===== config.mk =====
export PLATFORM = sky130hd
export DESIGN_NAME = stream_fanout
export DESIGN_NICKNAME = d
export VERILOG_FILES = /design/src/rtl/fanout_pkg.sv /design/src/rtl/fanout_fifo.sv /design/src/rtl/fanout_reg.sv /design/src/rtl/fanout_sat_cnt.sv /design/src/rtl/stream_fanout.sv
export SDC_FILE = /design/constraint.sdc
export NUM_CORES = 1
export LEC_CHECK = 0
export ABC_AREA = 0
export BUFFER_PORTS_ARGS = -buffer_cell sky130_fd_sc_hd__buf_2
export CAP_MARGIN = 30
export CORE_UTILIZATION = 25
export CTS_CLUSTER_SIZE = 40
export DETAILED_ROUTE_END_ITERATION = 16
export GPL_TIMING_DRIVEN = 0
export SLEW_MARGIN = 40
export SYNTH_ARGS = -nofsm -noshare
export SYNTH_HDL_FRONTEND = slang
export SYNTH_SLANG_ARGS = --single-unit

===== constraint.sdc =====
create_clock -name clk -period 2.4 [get_ports clk]
set_input_delay 0.48 -clock clk [delete_from_list [all_inputs] [get_ports clk]]
set_output_delay 0.48 -clock clk [all_outputs]
set_load 0.01 [all_outputs]

===== src/rtl/fanout_pkg.sv =====
package fanout_pkg;
  // Width of a buffer pointer; at least one bit even for a single-entry shim.
  function automatic int ptr_w(input int depth);
    return (depth > 1) ? $clog2(depth) : 1;
  endfunction
endpackage


===== src/rtl/fanout_fifo.sv =====
module fanout_fifo #(
  parameter int W     = 10,
  parameter int DEPTH = 4
) (
  input  logic         clk,
  input  logic         rst_n,
  input  logic         push,
  input  logic         pop,
  input  logic [W-1:0] wdata,
  output logic [W-1:0] rdata,
  output logic         not_empty,
  output logic         full
);
  localparam int PW = fanout_pkg::ptr_w(DEPTH);
  localparam int CW = $clog2(DEPTH + 1);

  logic [W-1:0]  mem [DEPTH];
  logic [PW-1:0] wr_q, wr_d, rd_q, rd_d;
  logic [CW-1:0] cnt_q, cnt_d;
  logic          do_push, do_pop;

  assign not_empty = (cnt_q != '0);
  assign full      = (cnt_q == CW'(DEPTH));
  assign do_push   = push && !full;
  assign do_pop    = pop && not_empty;
  assign rdata     = mem[rd_q];

  always_comb begin
    wr_d  = wr_q;
    rd_d  = rd_q;
    cnt_d = cnt_q;
    if (do_push) wr_d = (wr_q == PW'(DEPTH - 1)) ? '0 : wr_q + 1'b1;
    if (do_pop)  rd_d = (rd_q == PW'(DEPTH - 1)) ? '0 : rd_q + 1'b1;
    if (do_push && !do_pop)      cnt_d = cnt_q + 1'b1;
    else if (do_pop && !do_push) cnt_d = cnt_q - 1'b1;
  end

  always_ff @(posedge clk or negedge rst_n) begin
    if (!rst_n) begin
      wr_q  <= '0;
      rd_q  <= '0;
      cnt_q <= '0;
    end else begin
      wr_q  <= wr_d;
      rd_q  <= rd_d;
      cnt_q <= cnt_d;
    end
  end

  always_ff @(posedge clk) begin
    if (do_push) mem[wr_q] <= wdata;
  end
endmodule


===== src/rtl/fanout_reg.sv =====
module fanout_reg #(
  parameter int W = 10
) (
  input  logic         clk,
  input  logic         rst_n,
  input  logic         load,
  input  logic [W-1:0] din,
  output logic         valid,
  output logic [W-1:0] dout
);
  logic         vld_q, vld_d;
  logic [W-1:0] dat_q;

  assign vld_d = load;
  assign valid = vld_q;
  assign dout  = dat_q;

  always_ff @(posedge clk or negedge rst_n) begin
    if (!rst_n) vld_q <= 1'b0;
    else        vld_q <= vld_d;
  end

  always_ff @(posedge clk) begin
    if (load) dat_q <= din;
  end
endmodule


===== src/rtl/fanout_sat_cnt.sv =====
module fanout_sat_cnt #(
  parameter int CW = 8
) (
  input  logic          clk,
  input  logic          rst_n,
  input  logic          inc,
  output logic [CW-1:0] count
);
  logic [CW-1:0] cnt_q, cnt_d;

  always_comb begin
    cnt_d = cnt_q;
    if (inc && (cnt_q != '1)) cnt_d = cnt_q + 1'b1;
  end

  always_ff @(posedge clk or negedge rst_n) begin
    if (!rst_n) cnt_q <= '0;
    else        cnt_q <= cnt_d;
  end

  assign count = cnt_q;
endmodule


===== src/rtl/stream_fanout.sv =====
module stream_fanout #(
  parameter int                N_OUT        = 3,
  parameter int                DATA_W       = 8,
  parameter int                USER_W       = 1,
  parameter int                DEPTH        = 4,
  parameter int                CNT_W        = 8,
  parameter bit                STALL_MODE   = 1'b1,
  parameter bit                IN_READY_EN  = 1'b1,
  parameter logic [N_OUT-1:0]  OUT_READY_EN = '1
) (
  input  logic                    clk,
  input  logic                    rst_n,
  input  logic                    s_valid,
  output logic                    s_ready,
  input  logic [DATA_W-1:0]       s_data,
  input  logic                    s_last,
  input  logic [USER_W-1:0]       s_user,
  output logic [N_OUT-1:0]        m_valid,
  input  logic [N_OUT-1:0]        m_ready,
  output logic [N_OUT*DATA_W-1:0] m_data,
  output logic [N_OUT-1:0]        m_last,
  output logic [N_OUT*USER_W-1:0] m_user,
  output logic [N_OUT*CNT_W-1:0]  drop_cnt
);
  localparam int BW        = USER_W + 1 + DATA_W;
  localparam bit STALL_EFF = STALL_MODE && IN_READY_EN && (|OUT_READY_EN);

  logic          live_q, live_d;
  logic [BW-1:0] beat_in;
  logic [N_OUT-1:0] buf_full;
  logic [N_OUT-1:0] buf_push;
  logic [N_OUT-1:0] buf_drop;
  logic          hold;
  logic          accept;

  assign beat_in = {s_user, s_last, s_data};
  assign live_d  = 1'b1;

  always_ff @(posedge clk or negedge rst_n) begin
    if (!rst_n) live_q <= 1'b0;
    else        live_q <= live_d;
  end

  assign hold    = STALL_EFF && (|buf_full);
  assign s_ready = live_q && !hold;
  assign accept  = s_valid && s_ready;

  for (genvar i = 0; i < N_OUT; i++) begin : g_out
    logic [BW-1:0] beat_out;

    assign buf_push[i] = accept && !buf_full[i];
    assign buf_drop[i] = accept && buf_full[i];

    if (OUT_READY_EN[i]) begin : g_fifo
      fanout_fifo #(.W(BW), .DEPTH(DEPTH)) u_fifo (
        .clk       (clk),
        .rst_n     (rst_n),
        .push      (buf_push[i]),
        .pop       (m_ready[i]),
        .wdata     (beat_in),
        .rdata     (beat_out),
        .not_empty (m_valid[i]),
        .full      (buf_full[i])
      );
    end else begin : g_reg
      logic unused_rdy;
      assign unused_rdy  = m_ready[i];
      assign buf_full[i] = 1'b0;
      fanout_reg #(.W(BW)) u_reg (
        .clk   (clk),
        .rst_n (rst_n),
        .load  (buf_push[i]),
        .din   (beat_in),
        .valid (m_valid[i]),
        .dout  (beat_out)
      );
    end

    assign m_data[i*DATA_W +: DATA_W] = beat_out[DATA_W-1:0];
    assign m_last[i]                  = beat_out[DATA_W];
    assign m_user[i*USER_W +: USER_W] = beat_out[BW-1 -: USER_W];

    fanout_sat_cnt #(.CW(CNT_W)) u_cnt (
      .clk   (clk),
      .rst_n (rst_n),
      .inc   (buf_drop[i]),
      .count (drop_cnt[i*CNT_W +: CNT_W])
    );
  end
endmodule


==> flow_metrics.tcl, run 1 <==
set metrics [dict create \
    synth_most_common_cell "edfxtp_1" \
    finalMaxSlewViolations 0 \
    setup_tns_ps 0 \
    dieWidth_microns 161 \
    yosysSeqAreaShare_pct 74.8 \
    cts_buffers 17 \
    switching_share_pct 29.9 \
    m1WireLength_mm 5.26 \
    arrival_ps 2630 \
    final_cell_count_no_fill 769 \
    whs_ps 65.9 \
    route.vias.total 3111 \
    cts_tree "built" \
    port_buffers 73 \
    ir_worst_vdd_mv 0.508 \
    leakage_nw 3.04 \
    p_seq_share_pct 41.1 \
    top_layer_used "met4" \
    first_iter_violations 186 \
    initial_core_util_pct 25.8 \
    grt_pass1_vias 3380 \
    via_per_inst 4.05 \
    setup_ws_ps 107 \
    yosysTopAreaCellShare_pct 56.7 \
    fin_nets 468 \
    h-tree-depth 4 \
    max_freq_mhz 436 \
    required_ps 2740 \
    internal-power_mw 6.40 \
    critPathMaxFanout 3 \
    grt_max_degree 47 \
    total_power_mw 9.12 \
    syn_to_final_growth_pct 24.5 \
    clock_latency_ps 430 \
    cts.path.max_buffers 2 \
    grt_overflow 0 \
    clock_skew_ps 10.9 \
    avgSynthCellArea_sq_um 19.3 \
    combPwrFrac_pct 29.0 \
    rrSetupSlack_ps 110 \
    antenna_found_initial 1 \
    tightestPinTransition_ps 591 \
    syn_nets 367 \
    wl_per_cell_microns 15.7 \
    ios 74 \
    rows 57 \
    core_region_area_sq_mm 0.0246 \
    rr_startpoint "g_out[2].g_fifo.u_fifo.cnt_q[2]" \
    cts_root_buf "clkbuf_16" \
    critPathKind "reg -> reg" \
    synth_edf_count 120 \
    ant_nets 0 \
    hp-class "in -> async" \
    grt.total_usage_pct 9.95 \
    fp.dieH_microns 161 \
    grt_pass1_wl_mm 19.0 \
    synthTopCellsByCount "edfxtp_1 (120), dfrtp_1 (46), mux4_2 (30)" \
    synth_area_sq_mm 0.00636 \
    setup_viol 0 \
    drv_cap 0 \
    min_period_ps 2290 \
    relSlewSlack_pct 60.6 \
    ys_types 24 \
    pre_cts_slack_ps -160 \
    outcome "finished clean" \
    place_hpwl_mm 8.18 \
    route.met3.wl_microns 570 \
    synthCells 330 \
    hold_viol_final 0 \
    p_clk_share_pct 29.9 \
    end_kind "register" \
    period_share_pct 95.6 \
    synth_top_area_cell "edfxtp_1" \
    setup.worst_path.start_class "register" \
    routabilityCongestion 0.716 \
    synthArstFlopShare_pct 27.7 \
    drc 0 \
    clkTransAtPathRegs_ps 60 \
    cts_sinks 166 \
    ys_ff_latch 166 \
    dieArea_sq_mm 0.0261 \
    drive_gt1_share_pct 41.4 \
    power.density_mw_per_mm2 1150 \
    power_switching_mw 2.72 \
    ys.flop_type "edfxtp_1" \
    rsz0062_at_grt "true" \
    ys_top_cells_by_area "edfxtp_1 (57%), dfrtp_1 (18%), mux4_2 (11%), ha_1 (3.5%), clkbuf_1 (1.7%)" \
    drt_wl_total_mm 12.1 \
    placed_cells 727 \
    critPathLaunch "g_out[2].g_fifo.u_fifo.cnt_q[2]" \
    dr.pass1.iters 4 \
    met2_length_mm 6.09 \
    ys_warn_count 0 \
]
-- timing repair --
item                                    4_1_cts  5_1_grt
pin swaps                                     1        7
hold buffers                                  0        0
buffers inserted                              4        6
gates resized for setup                      10       32
endpoints found under the setup margin       33       20
endpoints found under the hold margin         0        0
-- worst max-delay path, cell delays in order, from the launching register on --
cell       delay [ps]
dfrtp_1           390
nor3b_4           160
a2111oi_4         400
buf_6             160
and2_4            140
ha_4              130
inv_2              40
fa_2              350
xor2_1            150
nor2_1            120
xor2_1            170
-- cells in the final DEF, fill, tap and decap left out, types with 2 or more instances in the layout --
master | netlist | final
fa_2 | 0 | 3
bufinv_16 | 0 | 2
nor2_1 | 7 | 7
buf_2 | 5 | 72
or3_1 | 3 | 3
inv_1 | 10 | 8
and2_4 | 0 | 3
ha_4 | 0 | 3
buf_4 | 4 | 13
clkinv_1 | 0 | 2
clkbuf_1 | 29 | 27
inv_2 | 0 | 2
and3_2 | 0 | 8
xnor2_1 | 3 | 3
edfxtp_1 | 120 | 120
buf_6 | 0 | 6
mux4_2 | 30 | 30
nand2_1 | 3 | 2
a21o_1 | 3 | 3
inv_6 | 0 | 7
mux2_2 | 6 | 6
ha_1 | 18 | 15
o21ai_1 | 6 | 6
dfrtp_1 | 46 | 45
nand3_1 | 6 | 6
and3_1 | 12 | 4
xor2_1 | 6 | 5
clkbuf_16 | 0 | 17
nor3_1 | 3 | 3
clkbuf_2 | 0 | 3
-- metal layers --
layer | global-route usage [%] | vias up
li1 | - | 1441
met1 | 11.8 | 1584
met2 | 16.7 | 73
met3 | 3.21 | 13
met4 | 3.90 | 0
met5 | 0 | -
-- state kept, by name, summed over array words and instances, names as in the netlist --
name,cells
g_out.u_cnt.count,24
g_out.g_fifo.u_fifo.cnt_q,9
live_q,1
g_out.g_fifo.u_fifo.rd_q,6
g_out.g_fifo.u_fifo.wr_q,6
g_out.g_fifo.u_fifo.mem,120
-- power groups by stage --
stage / Sequential, mW / Clock, mW / Combinational [mW]
finish: 3.75 / 2.73 / 2.65
global route: 3.81 / 2.91 / 2.95
CTS: 3.74 / 2.79 / 2.57
detailed placement: 3.81 / 0 / 2.46
global placement: 3.77 / 0 / 2.35
floorplan: 3.74 / 0 / 1.66
-- cells by family (layout without fill, tap and decap cells) --
| kind of cell | after synthesis | in the layout | share of synthesized area [%] |
|---|---|---|---|
| flip-flops | 166 | 166 | 74.8 |
| buffers and inverters | 48 | 162 | 3.17 |
| AND/OR/NAND/NOR | 39 | 39 | 3.31 |
| multiplexers | 36 | 36 | 11.7 |
| adder cells (fa/ha/maj) | 21 | 21 | 4.49 |
| AO/OA/AOI/OAI | 10 | 10 | 1.26 |
| XOR/XNOR | 9 | 9 | 1.24 |
| other | 1 | 2 | 0.0590 |
-- stage by stage --
| step | util (%) | instance area, sq um |
|---|---|---|
| floorplan | - | 6360 |
| global placement | 29.0 | 7130 |
| CTS | 31.6 | 7770 |
| detailed placement | 29.0 | 7130 |
| finish | 32.2 | 7920 |
| global route | 32.2 | 7910 |
-- final timing paths --
| kind | to | depth (start not counted) |
|---|---|---|
| worst max-delay path | g_out[1].g_fifo.u_fifo.cnt_q[2] | 10 |
| worst max register to register | g_out[1].g_fifo.u_fifo.cnt_q[2] | 10 |
| worst min register to register | g_out[0].u_cnt.count[5] | 1 |
| min in group clk | g_out[2].g_fifo.u_fifo.mem[1][9] | 1 |
| worst min-delay path | g_out[1].u_cnt.count[6] | 1 |
| max in group asynchronous | g_out[2].g_fifo.u_fifo.cnt_q[0] | 1 |
-- area by class of cell --
class | count | area [sq um]
sequential | 166 | 4760
tap | 324 | 405
fill | 2362 | 16700
antenna | 1 | 2.50
buffer | 38 | 196
timing repair buffer | 82 | 442
clock buffer | 18 | 429
clock inverter | 14 | 156
inverter | 10 | 37.5
multi-input combinational | 116 | 1490
Note: power is estimated with default switching activity, not from simulation.
==> run 2, diff against run 1 <==
==> constraint.sdc (replaced) <==
create_clock -name clk -period 2.32 [get_ports clk]
set_input_delay 0.464 -clock clk [delete_from_list [all_inputs] [get_ports clk]]
set_output_delay 0.464 -clock clk [all_outputs]
set_load 0.01 [all_outputs]
==> run 2 against run 1 <==
  * Clock power grew 3%
  * Global-route usage barely moved
  * Cell count up 0.39%
  * Critical path depth unchanged
  * Core utilization is 0.14 points higher
  * Sequential share of layout area down 0.22 points
  * Setup slack got worse by 96 ps
  * Hold slack got worse by 15 ps
  * Clock skew is essentially flat
  * Sequential power increased by 4%
==> flow_metrics.tcl, run 2 (synthesis gave the netlist of run 1 again) <==
set metrics [dict create \
    drt_wl_total_mm 12.1 \
    rows 57 \
    slowest_delay_ps 400 \
    grt_pass1_wl_mm 19.1 \
    cts_tree "built" \
    place_hpwl_mm 8.18 \
    syn_to_final_growth_pct 25.1 \
    arrival_ps 2650 \
    total_power_mw 9.48 \
    cts_sinks 166 \
    regMostFlops "g_out.g_fifo.u_fifo.mem" \
    design_area_sq_mm 0.00795 \
    cp_slowest_cell "dfrtp_1" \
    placed_area_sq_mm 0.00713 \
    leakage_nw 3.05 \
    dr.pass1.iters 4 \
    end_kind "register" \
    cts_root_buf "clkbuf_16" \
    rr_endpoint "g_out[1].g_fifo.u_fifo.cnt_q[2]" \
    layout_common_cells "edfxtp_1 (120), buf_2 (72), dfrtp_1 (42)" \
    initial_core_util_pct 25.8 \
    finalMaxSlewViolations 0 \
    largest_reg_flops 120 \
    core_region_area_sq_mm 0.0246 \
    tightestPinTransition_ps 591 \
    min_period_ps 2310 \
    grt_overflow 0 \
    h-tree-depth 4 \
    rsz0062_at_grt "true" \
    antenna_found_initial 1 \
    setup.worst_path.start_class "register" \
    grt_pass1_vias 3389 \
    drive_gt1_share_pct 43.2 \
    critPathMaxFanout 3 \
    drv_cap 0 \
    cts.path.max_buffers 2 \
    rrSetupSlack_ps 10 \
    crit_chain "nor3b_4 -> a2111oi_4 -> buf_6 -> and2_4 -> ha_4 -> inv_2 -> fa_2 -> xor2_1 -> nor2_1 -> xor2_1" \
    setup_viol 0 \
    critPathKind "reg -> reg" \
    wl_per_cell_microns 15.7 \
    port_buffers 73 \
    grt.total_usage_pct 9.97 \
    relSlewSlack_pct 60.6 \
    clock_skew_ps 10.7 \
    worst_path_most_repeated_cell "xor2_1" \
    ff2ff_path_depth 10 \
    via_per_inst 4.04 \
    ir_worst_vdd_mv 0.533 \
    first_iter_violations 202 \
    hold_buffers 0 \
    fin_util_pct 32.3 \
    hold_viol_final 0 \
    clock_latency_ps 420 \
    outcome "finished clean" \
    ant_nets 0 \
    layout_commonest_cell "edfxtp_1" \
    dieArea_sq_mm 0.0261 \
    hp-class "in -> async" \
    ios 74 \
    clkTransAtPathRegs_ps 60 \
    grt_max_degree 47 \
    dieWidth_microns 161 \
    rr_startpoint "g_out[2].g_fifo.u_fifo.cnt_q[2]" \
    cts_buffers 17 \
    crit_end "g_out[1].g_fifo.u_fifo.cnt_q[2]" \
    fin_nets 471 \
    period_share_pct 99.5 \
    required_ps 2660 \
    max_freq_mhz 433 \
    drc 0 \
    route.vias.total 3120 \
    routabilityCongestion 0.716 \
    critPathLaunch "g_out[2].g_fifo.u_fifo.cnt_q[2]" \
    power.density_mw_per_mm2 1190 \
    fp.dieH_microns 161 \
]
-- run 2: cell types whose count changed in the layout (fill, tap and decap cells not counted) --
cell     change
buf_6        +1
buf_4        +2
and3_2       +2
and3_1       -2
dfrtp_2      +3
nand2_1      -1
nand2_2      +1
dfrtp_1      -3
-- run 2: routing by layer --
layer | routed length [microns] | GRT usage, % | vias up | share of wire [%]
li1 | - | - | 1448 | -
met1 | 5210 | 11.8 | 1590 | 43
met2 | 6160 | 16.8 | 71 | 51
met3 | 615 | 3.21 | 11 | 5.1
met4 | 135 | 3.82 | 0 | 1.1
met5 | 0 | 0 | - | 0
-- run 2: critical path, delay by kind of cell, from the launching register on --
| kind | cells | cell delay, ps |
|---|---|---|
| xor gates and xnor gates | 2 | 320 |
| AOI/OAI and AO/OA | 1 | 400 |
| adders and majority gates | 2 | 470 |
| buffers and inverters | 2 | 210 |
| DFF | 1 | 400 |
| and+or+nand+nor | 3 | 430 |
-- run 2: per-stage QoR --
stage	setup slack, ps	hold WS (ps)	TNS (ps)	std cells
final	10.9	51.1	0	772
after global routing	-120	84.0	-321	771
after CTS	4.96	57.0	0	764
after detailed placement	-240	441	-1250	727
after global placement	-127	436	-672	727
after floorplan	61.3	168	0	330
-- run 2: layout make-up --
type	instances	area (sq um)
Antenna cell	1	2.50
Buffer	38	196
Clock buffer	18	429
Clock inverter	14	156
Fill cell	2361	16700
Inverter	10	37.5
Multi-Input combinational cell	116	1500
Sequential cell	166	4760
Tap cell	324	405
Timing Repair Buffer	85	468
-- run 2: power breakdown --
part,internal [mW],switching [mW]
Sequential,3.63,0.262
Clock,1.61,1.21
Combinational,1.42,1.36
-- run 2: worst min path at each step --
| stage | start | to | slack, ps | cells past startpoint |
|---|---|---|---|---|
| 2_1_floorplan | rst_n | g_out[0].g_fifo.u_fifo.cnt_q[0] | 170 | 0 |
| 3_3_place_gp | g_out[0].u_cnt.count[4] | g_out[0].u_cnt.count[4] | 440 | 1 |
| 3_5_place_dp | g_out[1].u_cnt.count[1] | g_out[1].u_cnt.count[1] | 440 | 1 |
| 4_1_cts | rst_n | g_out[2].u_cnt.count[3] | 60 | 1 |
| 5_1_grt | rst_n | g_out[2].u_cnt.count[2] | 80 | 1 |
| 6_report | rst_n | g_out[1].u_cnt.count[6] | 50 | 1 |
-- run 2: repair_timing --
| item | 4_1_cts | 5_1_grt |
|---|---|---|
| buffers inserted | 5 | 7 |
| gates resized for setup | 20 | 29 |
| pin swaps | 3 | 6 |
| endpoints found under the setup margin | 34 | 17 |
==> run 3, diff against run 2 <==
--- a/config.mk
+++ b/config.mk
@@ -12,6 +12,7 @@
 export CTS_CLUSTER_SIZE = 40
 export DETAILED_ROUTE_END_ITERATION = 16
 export GPL_TIMING_DRIVEN = 0
+export RECOVER_POWER = 50
 export SLEW_MARGIN = 40
 export SYNTH_ARGS = -nofsm -noshare
 export SYNTH_HDL_FRONTEND = slang
==> run 3 against run 2 <==
  * Sequential share of layout area grew 0.12 points
  * Core utilization shrank 0.066 points
  * Cell count is the same
  * Critical path type unchanged
  * Critical path depth is the same
  * Sequential power is essentially flat
==> flow_metrics.tcl, run 3 (synthesis gave the netlist of run 1 again) <==
set metrics [dict create \
    layout_common_cells "edfxtp_1 (120), buf_2 (61), dfrtp_1 (42)" \
    fin_util_pct 32.2 \
    ios 74 \
    cts.path.max_buffers 2 \
    cp_slowest_cell "dfrtp_1" \
    whs_ps 271 \
    leakage_nw 3.02 \
    critPathKind "reg -> reg" \
    drc 0 \
    cts_tree "built" \
    slowest_delay_ps 400 \
    grt_pass1_wl_mm 19.1 \
    end_kind "register" \
    finalMaxSlewViolations 0 \
    outcome "finished clean" \
    fp.dieH_microns 161 \
    ant_nets 0 \
    ir_worst_vdd_mv 0.533 \
    tightestPinTransition_ps 1160 \
    rsz0062_at_grt "true" \
    antenna_found_initial 1 \
    grt_pass1_vias 3389 \
    period_share_pct 99.5 \
    core_region_area_sq_mm 0.0246 \
    required_ps 2660 \
    setup.worst_path.start_class "register" \
    route.vias.total 3128 \
    routabilityCongestion 0.716 \
    grt.total_usage_pct 9.97 \
    clkTransAtPathRegs_ps 60 \
    cts_buffers 17 \
    dieWidth_microns 161 \
    met2_length_mm 6.17 \
    drt_wl_total_mm 12.1 \
    route.met3.wl_microns 641 \
    total_power_mw 9.48 \
    crit_chain "nor3b_4 -> a2111oi_4 -> buf_6 -> and2_4 -> ha_4 -> inv_2 -> fa_2 -> xor2_1 -> nor2_1 -> xor2_1" \
    layout_commonest_cell "edfxtp_1" \
    cts_root_buf "clkbuf_16" \
    dieArea_sq_mm 0.0261 \
    regMostFlops "g_out.g_fifo.u_fifo.mem" \
    critPathLaunch "g_out[2].g_fifo.u_fifo.cnt_q[2]" \
    h-tree-depth 4 \
    via_per_inst 4.05 \
    dr.pass1.iters 4 \
    hold_viol_final 0 \
    min_period_ps 2310 \
    setup_viol 0 \
    first_iter_violations 202 \
    m1WireLength_mm 5.17 \
    rr_startpoint "g_out[2].g_fifo.u_fifo.cnt_q[2]" \
    grt_overflow 0 \
    critPathMaxFanout 3 \
    drv_cap 0 \
    port_buffers 73 \
    largest_reg_flops 120 \
    worst_path_most_repeated_cell "xor2_1" \
    initial_core_util_pct 25.8 \
    drive_gt1_share_pct 40.7 \
    clock_latency_ps 420 \
    power.density_mw_per_mm2 1190 \
    cts_sinks 166 \
    rows 57 \
    place_hpwl_mm 8.18 \
    top_layer_used "met4" \
    max_freq_mhz 433 \
    fillers 2371 \
    arrival_ps 2650 \
    wl_per_cell_microns 15.7 \
    relSlewSlack_pct 22.4 \
    syn_to_final_growth_pct 24.8 \
    clock_skew_ps 10.4 \
    hp-class "in -> async" \
    grt_max_degree 47 \
    fin_nets 471 \
]
==> run 3: worst max-delay path, delay by kind of cell (launching register included) <==
kind / cells / cell delay [ps]
adder cells (fa/ha/maj): 2 / 470
AND/OR/NAND/NOR: 3 / 430
flip-flops: 1 / 400
AO/OA/AOI/OAI: 1 / 400
XOR/XNOR: 2 / 320
buffers and inverters: 2 / 210
==> run 3: metrics by stage <==
stage                     cells  instance area (sq um)  TNS, ps  setup WS, ps
after floorplan             330                   6360        0          61.3
after global placement      727                   7130     -672          -127
after detailed placement    727                   7130    -1250          -240
after CTS                   764                   7810        0          4.96
after global routing        771                   7930     -321          -120
final                       772                   7930        0          11.7
==> run 3: final cells by class <==
class                      instances  area, sq um  area share [%]
antenna                            1         2.50          0.0315
clock buffer                      18          429            5.41
buffer                            38          196            2.48
multi-input combinational        116         1500            18.8
tap                              324          405            5.11
inverter                          10         37.5           0.473
timing repair buffer              85          452            5.69
sequential                       166         4760            60.0
clock inverter                    14          156            1.97
==> run 3: path summary, 6_finish.rpt <==
| check | to | slack, ps | cells after the start |
|---|---|---|---|
| hold / removal | g_out[1].u_cnt.count[6] | 270 | 1 |
| hold reg to reg | g_out[0].u_cnt.count[5] | 460 | 1 |
| setup / recovery | g_out[1].g_fifo.u_fifo.cnt_q[2] | 10 | 10 |
| min in group clk | g_out[2].g_fifo.u_fifo.rd_q[0] | 430 | 3 |
| max in group asynchronous | g_out[2].g_fifo.u_fifo.cnt_q[0] | 1260 | 1 |
| setup reg to reg | g_out[1].g_fifo.u_fifo.cnt_q[2] | 10 | 10 |
==> run 3: per-layer routing <==
layer  GRT usage, %  vias up
met5              0        -
met4           3.82        0
met3           3.21       11
met2           16.8       75
met1           11.8     1594
li1               -     1448
==> run 3: power breakdown <==
| group | internal [mW] | switching [mW] |
|---|---|---|
| clock network | 1.61 | 1.21 |
| logic | 1.41 | 1.36 |
| registers | 3.63 | 0.262 |
==> run 3: timing repair <==
action	4_1_cts	5_1_grt
hold buffers	0	0
resized for setup	20	29
setup buffers	5	7
hold endpoints to repair	0	0
endpoints found under the setup margin	34	17
pin swaps	3	6
